--- src/rtl/asr_pkg.sv ---
package asr_pkg;

    localparam int SAMPLE_W = 24;
    localparam int SHORT_W  = 16;

    typedef enum logic [1:0] {
        FMT_RJ16 = 2'b00,
        FMT_LJ24 = 2'b01,
        FMT_RJ24 = 2'b10,
        FMT_I2S  = 2'b11
    } fmt_e;

    typedef struct packed {
        logic                ok;
        logic [SAMPLE_W-1:0] word;
    } pick_t;

    // Word-select level that marks the left channel in a given framing.
    function automatic logic left_level(fmt_e f);
        return (f != FMT_I2S);
    endfunction

    // Place a short word in the upper bits of a full sample.
    function automatic logic [SAMPLE_W-1:0] widen_short(logic [SHORT_W-1:0] w);
        return {w, {(SAMPLE_W-SHORT_W){1'b0}}};
    endfunction

endpackage

--- src/rtl/asr_frame_track.sv ---
module asr_frame_track
    import asr_pkg::*;
#(
    parameter int MAX_HALF = 64,
    parameter int CNT_W    = 7
) (
    input  logic                clk,
    input  logic                rst,
    input  logic                ws_i,
    input  logic                sd_i,
    input  fmt_e                fmt_i,
    output logic                flip_o,
    output logic [CNT_W-1:0]    len_o,
    output logic [MAX_HALF-1:0] hist_o,
    output logic                ended_left_o,
    output logic                synced_o,
    output fmt_e                fmt_o,
    output logic                fmt_chg_o
);

    localparam logic [CNT_W-1:0] CNT_SAT = CNT_W'(MAX_HALF + 1);

    logic                ws_q;
    logic                primed_q;
    logic                sync_q;
    logic [CNT_W-1:0]    cnt_q;
    logic [MAX_HALF-1:0] hist_q;
    fmt_e                fmt_q;

    assign flip_o       = primed_q && (ws_i != ws_q);
    assign fmt_chg_o    = (fmt_i != fmt_q);
    assign len_o        = cnt_q;
    assign hist_o       = hist_q;
    assign ended_left_o = (ws_q == left_level(fmt_q));
    assign synced_o     = sync_q;
    assign fmt_o        = fmt_q;

    always_ff @(posedge clk) begin
        if (rst) begin
            ws_q     <= 1'b0;
            primed_q <= 1'b0;
            sync_q   <= 1'b0;
            cnt_q    <= '0;
            hist_q   <= '0;
            fmt_q    <= fmt_i;
        end else begin
            ws_q     <= ws_i;
            primed_q <= 1'b1;
            fmt_q    <= fmt_i;
            hist_q   <= {hist_q[MAX_HALF-2:0], sd_i};
            if (flip_o)
                cnt_q <= CNT_W'(1);
            else if (cnt_q != CNT_SAT)
                cnt_q <= cnt_q + 1'b1;
            if (fmt_chg_o)
                sync_q <= 1'b0;
            else if (flip_o && (ws_i == left_level(fmt_q)))
                sync_q <= 1'b1;
        end
    end

endmodule

--- src/rtl/asr_word_pick.sv ---
module asr_word_pick
    import asr_pkg::*;
#(
    parameter int MAX_HALF = 64,
    parameter int CNT_W    = 7
) (
    input  fmt_e                fmt_i,
    input  logic [MAX_HALF-1:0] hist_i,
    input  logic                sd_i,
    input  logic [CNT_W-1:0]    len_i,
    output pick_t               pick_o
);

    localparam logic [CNT_W-1:0] LEN_SHORT = CNT_W'(SHORT_W);
    localparam logic [CNT_W-1:0] LEN_FULL  = CNT_W'(SAMPLE_W);
    localparam logic [CNT_W-1:0] LEN_MAX   = CNT_W'(MAX_HALF);

    logic [MAX_HALF:0]   ext;
    logic [MAX_HALF:0]   ext_sh;
    logic [MAX_HALF-1:0] hist_sh;
    pick_t               res;

    assign ext = {hist_i, sd_i};

    always_comb begin
        res     = '0;
        hist_sh = hist_i >> (len_i - LEN_FULL);
        ext_sh  = ext >> (len_i - LEN_FULL);
        case (fmt_i)
            FMT_RJ16: begin
                res.ok   = (len_i >= LEN_SHORT);
                res.word = widen_short(hist_i[SHORT_W-1:0]);
            end
            FMT_RJ24: begin
                res.ok   = (len_i >= LEN_FULL);
                res.word = hist_i[SAMPLE_W-1:0];
            end
            FMT_LJ24: begin
                res.ok   = (len_i >= LEN_FULL);
                res.word = hist_sh[SAMPLE_W-1:0];
            end
            default: begin
                if (len_i == LEN_SHORT) begin
                    res.ok   = 1'b1;
                    res.word = widen_short(ext[SHORT_W-1:0]);
                end else begin
                    res.ok   = (len_i >= LEN_FULL);
                    res.word = ext_sh[SAMPLE_W-1:0];
                end
            end
        endcase
        if (len_i > LEN_MAX)
            res.ok = 1'b0;
    end

    assign pick_o = res;

endmodule

--- src/rtl/asr_pair_out.sv ---
module asr_pair_out
    import asr_pkg::*;
(
    input  logic                clk,
    input  logic                rst,
    input  logic                flip_i,
    input  logic                synced_i,
    input  logic                fmt_chg_i,
    input  logic                ended_left_i,
    input  pick_t               pick_i,
    output logic [SAMPLE_W-1:0] left_o,
    output logic [SAMPLE_W-1:0] right_o,
    output logic                valid_o
);

    logic                take;
    logic                have_left_q;
    logic [SAMPLE_W-1:0] pend_q;

    assign take = flip_i && synced_i && !fmt_chg_i && pick_i.ok;

    always_ff @(posedge clk) begin
        if (rst) begin
            have_left_q <= 1'b0;
            pend_q      <= '0;
            left_o      <= '0;
            right_o     <= '0;
            valid_o     <= 1'b0;
        end else begin
            valid_o <= 1'b0;
            if (fmt_chg_i || (flip_i && !take)) begin
                have_left_q <= 1'b0;
            end else if (take) begin
                if (ended_left_i) begin
                    pend_q      <= pick_i.word;
                    have_left_q <= 1'b1;
                end else begin
                    have_left_q <= 1'b0;
                    if (have_left_q) begin
                        left_o  <= pend_q;
                        right_o <= pick_i.word;
                        valid_o <= 1'b1;
                    end
                end
            end
        end
    end

endmodule

--- src/rtl/audio_serial_rx.sv ---
module audio_serial_rx
    import asr_pkg::*;
#(
    parameter int MAX_HALF = 64
) (
    input  logic                clk,
    input  logic                rst,
    input  logic                ws_i,
    input  logic                sd_i,
    input  logic [1:0]          fmt_i,
    output logic [SAMPLE_W-1:0] left_o,
    output logic [SAMPLE_W-1:0] right_o,
    output logic                valid_o
);

    localparam int CNT_W = $clog2(MAX_HALF + 2);

    fmt_e                fmt_sel;
    fmt_e                fmt_reg;
    logic                flip;
    logic [CNT_W-1:0]    half_len;
    logic [MAX_HALF-1:0] hist;
    logic                ended_left;
    logic                synced;
    logic                fmt_chg;
    pick_t               pick;

    assign fmt_sel = fmt_e'(fmt_i);

    asr_frame_track #(.MAX_HALF(MAX_HALF), .CNT_W(CNT_W)) track_i (
        .clk          (clk),
        .rst          (rst),
        .ws_i         (ws_i),
        .sd_i         (sd_i),
        .fmt_i        (fmt_sel),
        .flip_o       (flip),
        .len_o        (half_len),
        .hist_o       (hist),
        .ended_left_o (ended_left),
        .synced_o     (synced),
        .fmt_o        (fmt_reg),
        .fmt_chg_o    (fmt_chg)
    );

    asr_word_pick #(.MAX_HALF(MAX_HALF), .CNT_W(CNT_W)) pick_i (
        .fmt_i  (fmt_reg),
        .hist_i (hist),
        .sd_i   (sd_i),
        .len_i  (half_len),
        .pick_o (pick)
    );

    asr_pair_out pair_i (
        .clk          (clk),
        .rst          (rst),
        .flip_i       (flip),
        .synced_i     (synced),
        .fmt_chg_i    (fmt_chg),
        .ended_left_i (ended_left),
        .pick_i       (pick),
        .left_o       (left_o),
        .right_o      (right_o),
        .valid_o      (valid_o)
    );

endmodule

--- config.mk ---
export PLATFORM = sky130hd
export DESIGN_NAME = audio_serial_rx
export DESIGN_NICKNAME = d
export VERILOG_FILES = /design/src/rtl/asr_pkg.sv /design/src/rtl/asr_frame_track.sv /design/src/rtl/asr_word_pick.sv /design/src/rtl/asr_pair_out.sv /design/src/rtl/audio_serial_rx.sv
export SDC_FILE = /design/constraint.sdc
export NUM_CORES = 1
export LEC_CHECK = 0
export ABC_AREA = 1
export BUFFER_PORTS_ARGS = -buffer_cell sky130_fd_sc_hd__buf_2
export CORE_MARGIN = 10
export CORE_UTILIZATION = 42
export DETAILED_ROUTE_END_ITERATION = 7
export HOLD_SLACK_MARGIN = 0.12
export PLACE_DENSITY = 0.68
export SETUP_SLACK_MARGIN = 0.02
export SYNTH_ARGS = -nofsm -noshare
export SYNTH_HDL_FRONTEND = slang
export SYNTH_SLANG_ARGS = --single-unit
--- constraint.sdc ---
create_clock -name clk -period 2.1 [get_ports clk]
set_input_delay 0.42 -clock clk [delete_from_list [all_inputs] [get_ports clk]]
set_output_delay 0.42 -clock clk [all_outputs]
set_load 0.01 [all_outputs]
==> impl_metrics.ini, run 1 <==
[synth]
syn_nets = 1531
synth_area_um2 = 9370
synth.most_common_cell = nand3_1
synth_compound_area_share_pct = 10.4
synth_area_leaders = dfxtp_1, nand3_1, nand2_1, nor2_1, inv_1
yosysTopAreaCellShare_pct = 32.0
synth_cell_types = 40
synth_top_family_by_area = simple AND/OR/NAND/NOR gates
ys_seq_elements = 150
ys.flop_type = dfxtp_1
yosysSeqAreaShare_pct = 32.0
muxShareOfSynthArea_pct = 0
synth-xor-area-share_pct = 0.948
yosys.area_share.adder_pct = 0.534
ys_top_cells_by_count = nand3_1, nand2_1, nor2_1
yosys.area.top_type = dfxtp_1
yosys.area_share.simple_pct = 45.9
ys_async_sr_fraction_pct = 0
syn_inst = 1521
post_synth.cell_area_avg_um2 = 6.16
yosysWarnings = 0
synth_edf_count = 0

[detailed_routing]
met1_length_mm = 15.9
dr.pass1.iters = 5
drcViolationCount = 0
via_per_inst = 5.67
routed_wl_mm = 35.1
dr.first_iter.drc_count = 1353
maxUsedRoutingLayer = met4
detail-route-antenna-nets = 0
wl_per_cell_um = 18.6
wl_met3_mm = 2.80
met2WireLength_mm = 15.7
vias = 10700

[worst_setup_path]
r2r_slack_ns = 0.01
cp-end-kind = register
arrival_ns = 2.41
timing.rr.end = pair_i.pend_q[6]
setup.worst_path.start = track_i.len_o[0]
crit_type = register to register
cp-endpoint = pair_i.pend_q[6]
worstReg2RegStart = track_i.len_o[0]
start_kind = register
crit_fanout = 17
rr_worst_depth = 12
required_ns = 2.43

[finish]
design_area_um2 = 11900
layout-drive-gt1-share_pct = 22.2
final_nets = 1609
diodes = 0
syn_to_final_growth_pct = 26.7
regArea_um2 = 3020
fill_cells = 2239
multiInputGateArea_um2 = 5980

[cts]
cts_tree = built
cts_buffer_depth = 2
cts_sinks = 150
cts_root_buf = clkbuf_16
clk_latency_ns = 0.43
htreeDepth = 4
hold_buffers = 0
clk_pin_slew_ns = 0.07
cts_buffers = 17

[sta]
worst_pin_slew_ns = 0.597
timing.slew.headroom_pct = 60.2
rsz0062_at_grt = true
clock-skew-final_ns = 0.0127
slew_violations = 0
setup_viol = 0
min_period_over_period_pct = 99.4
timing.fmax_mhz = 479
setup_tns_ns = 0
hold_viol = 0
period_minus_slack_ns = 2.09
setup_slack_ns = 0.0124

[floorplan]
num_rows = 54
start_util_pct = 42.8
die_h_um = 169
core_um2 = 21900
dieArea_um2 = 28700
io_pins = 55
die_w_um = 169

[outcome]
status = finished clean

[flow_run]
max_cap_viol_count = 0

[place]
place_area_um2 = 10300
dpl.hpwl_mm = 24.5
port_buffers = 54
dp_slack_ns = -0.0903
place_congestion = 1.00

[power]
powerDensity_nw_per_um2 = 589
leakagePower_nw = 5.24
finalPower_mw = 7.00
vdd_drop_max_mv = 0.468

[grt]
grt_max_degree = 60
grt_pass1_vias = 9600
grt_pass1_wl_mm = 52.9
antenna_found_initial = 0
grt_usage_pct = 22.7
grt_overflow = 0

[min_path]
min_path_type = input pin to register
timing repair:
| item | 4_1_cts | 5_1_grt |
|---|---|---|
| gates cloned | 1 | 9 |
| pin swaps | 5 | 24 |
| gates resized for setup | 17 | 170 |
| setup endpoints to repair | 27 | 73 |
| setup buffers | 1 | 11 |
per-layer routing:
| metal | track usage, % | vias up |
|---|---|---|
| li1 | - | 5189 |
| met1 | 32.2 | 5050 |
| met2 | 34.7 | 448 |
| met3 | 3.50 | 44 |
| met4 | 6.72 | 0 |
| met5 | 0 | - |
power by group:
| group | total [mW] | internal [mW] | switching (mW) |
|---|---|---|---|
| Clock | 2.97 | 1.58 | 1.39 |
| Combinational | 1.15 | 0.392 | 0.757 |
| Sequential | 2.88 | 2.86 | 0.0270 |
| Total | 7.00 | 4.82 | 2.17 |
worst max-delay path, cell delays in order, from the launching register on:
cell and delay (ns):
dfxtp_4 0.42, inv_8 0.09, clkbuf_16 0.19, nand2_1 0.09, nand3_1 0.09, nand3_1 0.10, nand2_2 0.09, o211ai_1 0.29
nand2_1 0.17, o21ai_1 0.17, nand3_1 0.12, nor2_1 0.11, nor2_1 0.04
cell usage in the layout (no fill, tap or decap), types with 3 or more instances in the layout:
cell and count:
nand2_1 358, nand3_1 353, dfxtp_1 143, nor2_1 131, inv_1 111, nand3_2 76
buf_4 60, buf_2 54, a21oi_1 37, o21ai_0 35, clkbuf_16 25, nor2_2 22
nand2_2 20, o21a_1 20, buf_12 19, o21ai_1 15, o22ai_1 11, a21oi_2 10
o211ai_1 10, o21ai_2 10, nor2_4 7, inv_6 7, inv_8 6, inv_2 6
buf_6 6, clkinvlp_4 5, dfxtp_2 5, xnor2_1 4, o21bai_1 4, nor3_1 4
xor2_1 3, a22oi_1 3, a21o_1 3
worst min-delay path by stage:
stage	startpoint	end	slack [ns]	depth (start not counted)
global placement	track_i.hist_o[41]	track_i.hist_o[42]	0.43	2
CTS	fmt_i[0]	track_i.fmt_o[0]	0.13	1
detailed placement	track_i.hist_o[48]	track_i.hist_o[49]	0.43	2
global route	fmt_i[0]	track_i.fmt_o[0]	0.13	1
finish	fmt_i[0]	track_i.fmt_o[0]	0.14	1
floorplan	track_i.hist_o[24]	track_i.hist_o[25]	0.42	2
final cells by class:
cell class              instances  area share, %
multi-input cells            1153           50.4
inverters                     126           4.34
clock inverters                13          0.938
well taps                     280           2.95
flip-flops and latches        150           25.4
repair buffers                151           12.2
clock buffers                  18           3.70
metrics by stage:
step	util (%)	instances	hold WS, ns
floorplan	-	1521	0.416
global route	54.2	1891	0.130
detailed placement	46.9	1838	0.428
CTS	49.8	1871	0.132
global placement	46.9	1838	0.426
finish	54.2	1891	0.144
kinds of logic after synthesis:
group	after synthesis
AND/OR/NAND/NOR	978
buffers and inverters	218
AO/OA/AOI/OAI	163
XOR/XNOR	8
flip-flops	150
adder cells (fa/ha/maj)	4
flip-flops by register name (all words and copies together) (netlist names):
name,flops
pair_i.have_left_q,1
pair_i.left_o,24
pair_i.pend_q,24
pair_i.right_o,24
pair_i.valid_o,1
track_i.fmt_o,2
track_i.hist_o,64
track_i.len_o,7
track_i.primed_q,1
track_i.synced_o,1
track_i.ws_q,1
(Power assumes the default switching activity.)
==> inputs of run 2 (changes only) <==
--- a/config.mk
+++ b/config.mk
@@ -7,6 +7,7 @@
 export LEC_CHECK = 0
 export ABC_AREA = 1
 export BUFFER_PORTS_ARGS = -buffer_cell sky130_fd_sc_hd__buf_2
+export CORE_ASPECT_RATIO = 0.7
 export CORE_MARGIN = 10
 export CORE_UTILIZATION = 42
 export DETAILED_ROUTE_END_ITERATION = 7
==> run 2 against run 1 <==
The flow now finishes with violations (negative setup slack). Clock power is 8.1% higher. Largest power group unchanged. Sequential share of layout area is 0.19 points higher. Sequential power hardly changed.
==> impl_metrics.ini, run 2 (same netlist as run 1, synthesis figures left out) <==
[outcome]
status = finished with violations
violations = negative setup slack

[cts]
cts_sinks = 150
cts_buffer_depth = 2
clk_pin_slew_ns = 0.06
cts_buffers = 17
cts_tree = built
cts_root_buf = clkbuf_16
clk_latency_ns = 0.45
htreeDepth = 4

[sta]
slew_violations = 0
timing.slew.headroom_pct = 67.3
setup_viol = 13
period_minus_slack_ns = 2.14
setup_slack_ns = -0.0361
setup_tns_ns = -0.276
worst_pin_slew_ns = 0.490
hold_viol = 0
timing.fmax_mhz = 468
clock-skew-final_ns = 0.0102
rsz0062_at_grt = true
min_period_over_period_pct = 102

[power]
seqPwrFrac_pct = 40.0
p_int_mw = 5.04
vdd_drop_max_mv = 0.607
powerDensity_nw_per_um2 = 611
leakagePower_nw = 5.28
clkPwrFrac_pct = 44.6
power_frac_comb_pct = 15.4
sw_frac_of_total_pct = 29.8
switchingPower_mw = 2.15
finalPower_mw = 7.19

[finish]
final_cell_mix = nand3_1, nand2_1, dfxtp_1
syn_to_final_growth_pct = 25.6
design_area_um2 = 11800
final_nets = 1632
final_common_cell = nand3_1
largest_reg_flops = 64
final_util_pct = 54.0
diodes = 0
fill_cells = 2211
layout-drive-gt1-share_pct = 20.1

[place]
dp_slack_ns = -0.101
port_buffers = 54
place_congestion = 1.04
place_area_um2 = 10400
dpl.hpwl_mm = 25.7

[worst_setup_path]
arrival_ns = 2.47
required_ns = 2.44
crit_type = register to register
start_kind = register
crit_fanout = 13
rr_worst_depth = 15
cp-end-kind = register

[flow_run]
max_cap_viol_count = 0

[detailed_routing]
detail-route-antenna-nets = 0
drcViolationCount = 0
vias = 10800
routed_wl_mm = 34.9
dr.first_iter.drc_count = 1233
dr.pass1.iters = 6
wl_per_cell_um = 18.2
via_per_inst = 5.62

[grt]
grt_usage_pct = 22.9
antenna_found_initial = 0
grt_max_degree = 92
grt_overflow = 0
grt_pass1_wl_mm = 52.9
grt_pass1_vias = 9345

[floorplan]
core_um2 = 21800
io_pins = 55
num_rows = 45
die_w_um = 199
start_util_pct = 43.0
die_h_um = 145
dieArea_um2 = 28800

[min_path]
hold-path-cell-count = 1
min_path_type = input pin to register
==> run 2: final cells by class <==
class                   instances  area (um2)  share of cell area [%]
multi-input cells            1154        5770                    49.0
repair buffers                173        1530                    13.0
flip-flops and latches        150        3010                    25.6
inverters                     126         507                    4.31
clock inverters                14         163                    1.38
well taps                     282         353                    3.00
clock buffers                  18         439                    3.73
==> run 2: what timing repair did <==
item	in CTS	in global routing
setup endpoints to repair	29	72
pin swaps	5	26
hold buffers	2	0
endpoints found under the hold margin	2	0
buffers inserted	0	12
cloned	1	8
resized for setup	19	111
==> run 2: per-stage QoR <==
| stage | instances | hold WS (ns) |
|---|---|---|
| 2_1_floorplan | 1521 | 0.416 |
| 3_3_place_gp | 1864 | 0.425 |
| 3_5_place_dp | 1864 | 0.426 |
| 4_1_cts | 1899 | 0.215 |
| 5_1_grt | 1917 | 0.239 |
| 6_report | 1917 | 0.221 |
==> run 2: metal layers <==
layer	up-vias	global-route usage, %	share of wire (%)
li1	5236	-	-
met1	4992	35.3	50
met2	515	29.3	37
met3	31	7.15	11
met4	0	5.36	1.1
met5	-	0	0
==> run 2: worst paths after layout <==
kind	from	slack, ns	end
worst max-delay path	track_i.len_o[0]	-0.04	pair_i.pend_q[2]
worst min-delay path	fmt_i[1]	0.22	track_i.fmt_o[1]
worst max register to register	track_i.len_o[0]	-0.04	pair_i.pend_q[2]
worst min register to register	track_i.hist_o[49]	0.44	track_i.hist_o[50]
==> run 2: worst max-delay path, cell delays in order (launching register included) <==
cell     delay [ns]
dfxtp_4        0.41
inv_8          0.07
buf_12         0.15
nand2_1        0.08
nand3_1        0.10
buf_4          0.15
nand3_1        0.14
nand2_1        0.11
nand2_1        0.08
nand3_1        0.07
nand2_1        0.06
nand2_1        0.09
o21ai_1        0.20
nand3_2        0.13
nor2_1         0.10
nor2_1         0.05
==> run 2: power by group through the flow <==
stage               registers [mW]  clock network (mW)  logic (mW)
floorplan                     2.93                   0       0.623
global placement              2.94                   0       0.952
detailed placement            2.94                   0       0.950
CTS                           2.88                3.24       0.962
global route                  2.88                3.38        1.19
finish                        2.88                3.21        1.10
==> inputs of run 3 (changes only) <==
--- a/config.mk
+++ b/config.mk
@@ -9,10 +9,10 @@
 export BUFFER_PORTS_ARGS = -buffer_cell sky130_fd_sc_hd__buf_2
 export CORE_ASPECT_RATIO = 0.7
 export CORE_MARGIN = 10
-export CORE_UTILIZATION = 42
+export CORE_UTILIZATION = 40
 export DETAILED_ROUTE_END_ITERATION = 7
 export HOLD_SLACK_MARGIN = 0.12
-export PLACE_DENSITY = 0.68
+export PLACE_DENSITY = 0.63
 export SETUP_SLACK_MARGIN = 0.02
 export SYNTH_ARGS = -nofsm -noshare
 export SYNTH_HDL_FRONTEND = slang
==> constraint.sdc (replaced) <==
create_clock -name clk -period 2.55 [get_ports clk]
set_input_delay 0.51 -clock clk [delete_from_list [all_inputs] [get_ports clk]]
set_output_delay 0.51 -clock clk [all_outputs]
set_load 0.01 [all_outputs]
==> run 3 against run 2 <==
The run now ends clean. First-iteration DRC count up 27%. Global-route usage down 0.85 points. Clock skew down 0.0029 ns. Core utilization down 7.3 points. Count of clock-buffer cells in the layout unchanged. Largest cell class unchanged.
==> impl_metrics.ini, run 3 (same netlist as run 1, synthesis figures left out) <==
[outcome]
status = finished clean

[place]
port_buffers = 54
dpl.hpwl_mm = 25.7
place_congestion = 1.03

[cts]
cts_tree = built
hold_buffers = 0
cts_buffer_depth = 2
cts_root_buf = clkbuf_16
cts_sinks = 150
clk_pin_slew_ns = 0.07
clk_latency_ns = 0.44
htreeDepth = 4
cts_buffers = 17

[sta]
slew_violations = 0
rsz0062_at_grt = false
timing.slew.headroom_pct = 54.2
clock-skew-final_ns = 0.00733
min_period_over_period_pct = 92.5
setup_viol = 0
holdWs_ns = 0.193
hold_viol = 0
setup_tns_ns = 0
worst_pin_slew_ns = 0.687
period_minus_slack_ns = 2.36
timing.fmax_mhz = 424

[floorplan]
start_util_pct = 41.0
io_pins = 55
die_h_um = 148
core_um2 = 22800
dieArea_um2 = 30000
die_w_um = 203
num_rows = 46

[detailed_routing]
drcViolationCount = 0
routed_wl_mm = 33.0
dr.pass1.iters = 8
via_per_inst = 5.51
vias = 10300
detail-route-antenna-nets = 0
dr.first_iter.drc_count = 1569
wl_per_cell_um = 17.6

[worst_setup_path]
crit_chain = ha_1 -> xor2_1 -> buf_4 -> nor2_1 -> buf_4 -> nand3_1 -> nand3_1 -> a22oi_1 -> nand3_1 -> nand2_1 -> inv_1
cpMostUsedCell = nand3_1
arrival_ns = 2.71
crit_slowest_cell = a22oi_1
path_buf_inv = 3
cp-end-kind = register
max_stage_delay_ns = 0.35
start_kind = register
crit_type = register to register
cpLargestDelayFamily = simple AND/OR/NAND/NOR gates
crit_fanout = 22
r2r_slack_ns = 0.19
required_ns = 2.90

[power]
sw_frac_of_total_pct = 28.7
power_frac_comb_pct = 13.3
switchingPower_mw = 1.68
p_int_mw = 4.17
seqPwrFrac_pct = 40.4
vdd_drop_max_mv = 0.474
powerDensity_nw_per_um2 = 549
clkPwrFrac_pct = 46.3
leakagePower_nw = 4.71

[finish]
final_nets = 1556
diodes = 0
final_common_cell = nand3_1
final_cell_mix = nand3_1, nand2_1, nor2_1
largest_reg_flops = 64
syn_to_final_growth_pct = 13.9
layout-drive-gt1-share_pct = 11.1

[grt]
antenna_found_initial = 0
grt_max_degree = 61
grt_pass1_wl_mm = 52.9
grt_pass1_vias = 9242
grt_usage_pct = 22.1
grt_overflow = 0

[flow_run]
max_cap_viol_count = 0

[min_path]
min_path_type = input pin to register
==> run 3: cell types whose count changed in the layout (fill, tap and decap cells not counted), moves of 7 or more <==
cell | previous run | this run
buf_4 | 87 | 32
buf_6 | 7 | 0
nand2_1 | 363 | 374
nand2_2 | 15 | 4
nand3_1 | 382 | 427
nand3_2 | 47 | 2
nor2_1 | 138 | 151
nor2_2 | 17 | 5
o21ai_0 | 35 | 54
o21ai_1 | 20 | 6
==> run 3: worst paths after layout <==
kind	endpoint	from	depth (start not counted)
setup / recovery	pair_i.pend_q[18]	track_i.len_o[4]	11
hold / removal	track_i.fmt_o[0]	fmt_i[0]	1
setup reg to reg	pair_i.pend_q[18]	track_i.len_o[4]	11
hold reg to reg	track_i.hist_o[40]	track_i.hist_o[39]	2
==> run 3: final cells by class <==
class                      instances  area [um2]
timing repair buffer              98         751
clock buffer                      18         439
multi-input combinational       1153        5420
inverter                         126         474
tap                              312         390
clock inverter                    14         186
sequential                       150        3010
fill                            2442       12200
==> run 3: what timing repair did <==
action / CTS / global route
setup endpoints to repair: 0 / 9
setup buffers: 0 / 0
gates resized for setup: 0 / 1
hold endpoints to repair: 0 / 0
==> run 3: power by group through the flow <==
stage,registers [mW],logic (mW),clock network [mW]
2_1_floorplan,2.41,0.513,0
3_3_place_gp,2.42,0.750,0
3_5_place_dp,2.42,0.748,0
4_1_cts,2.37,0.752,2.76
5_1_grt,2.37,0.845,2.86
6_report,2.37,0.778,2.71
==> run 3: through the flow <==
step / power (mW) / std cells / worst slack [ns] / utilization (%) / instance area (um2)
after floorplan: 2.93 / 1521 / 0.550 / - / 9370
after global placement: 3.17 / 1839 / 0.202 / 44.0 / 10000
after detailed placement: 3.17 / 1839 / 0.238 / 44.0 / 10000
after CTS: 5.88 / 1871 / 0.213 / 46.7 / 10700
after global routing: 6.07 / 1871 / 0.0204 / 46.7 / 10700
final: 5.86 / 1871 / 0.191 / 46.7 / 10700
==> run 3: worst register-to-register path: stages (launching register included) <==
cell,delay [ns]
dfxtp_1,0.33
ha_1,0.24
xor2_1,0.19
buf_4,0.23
nor2_1,0.06
buf_4,0.22
nand3_1,0.16
nand3_1,0.22
a22oi_1,0.35
nand3_1,0.15
nand2_1,0.09
inv_1,0.03
==> run 3: layer usage <==
metal	vias to the layer above	global-route usage, %	share of wire, %
li1	5079	-	-
met1	4751	34.1	51
met2	455	29.0	39
met3	21	5.64	9.3
met4	2	4.91	0.96
met5	-	1.36	0.021
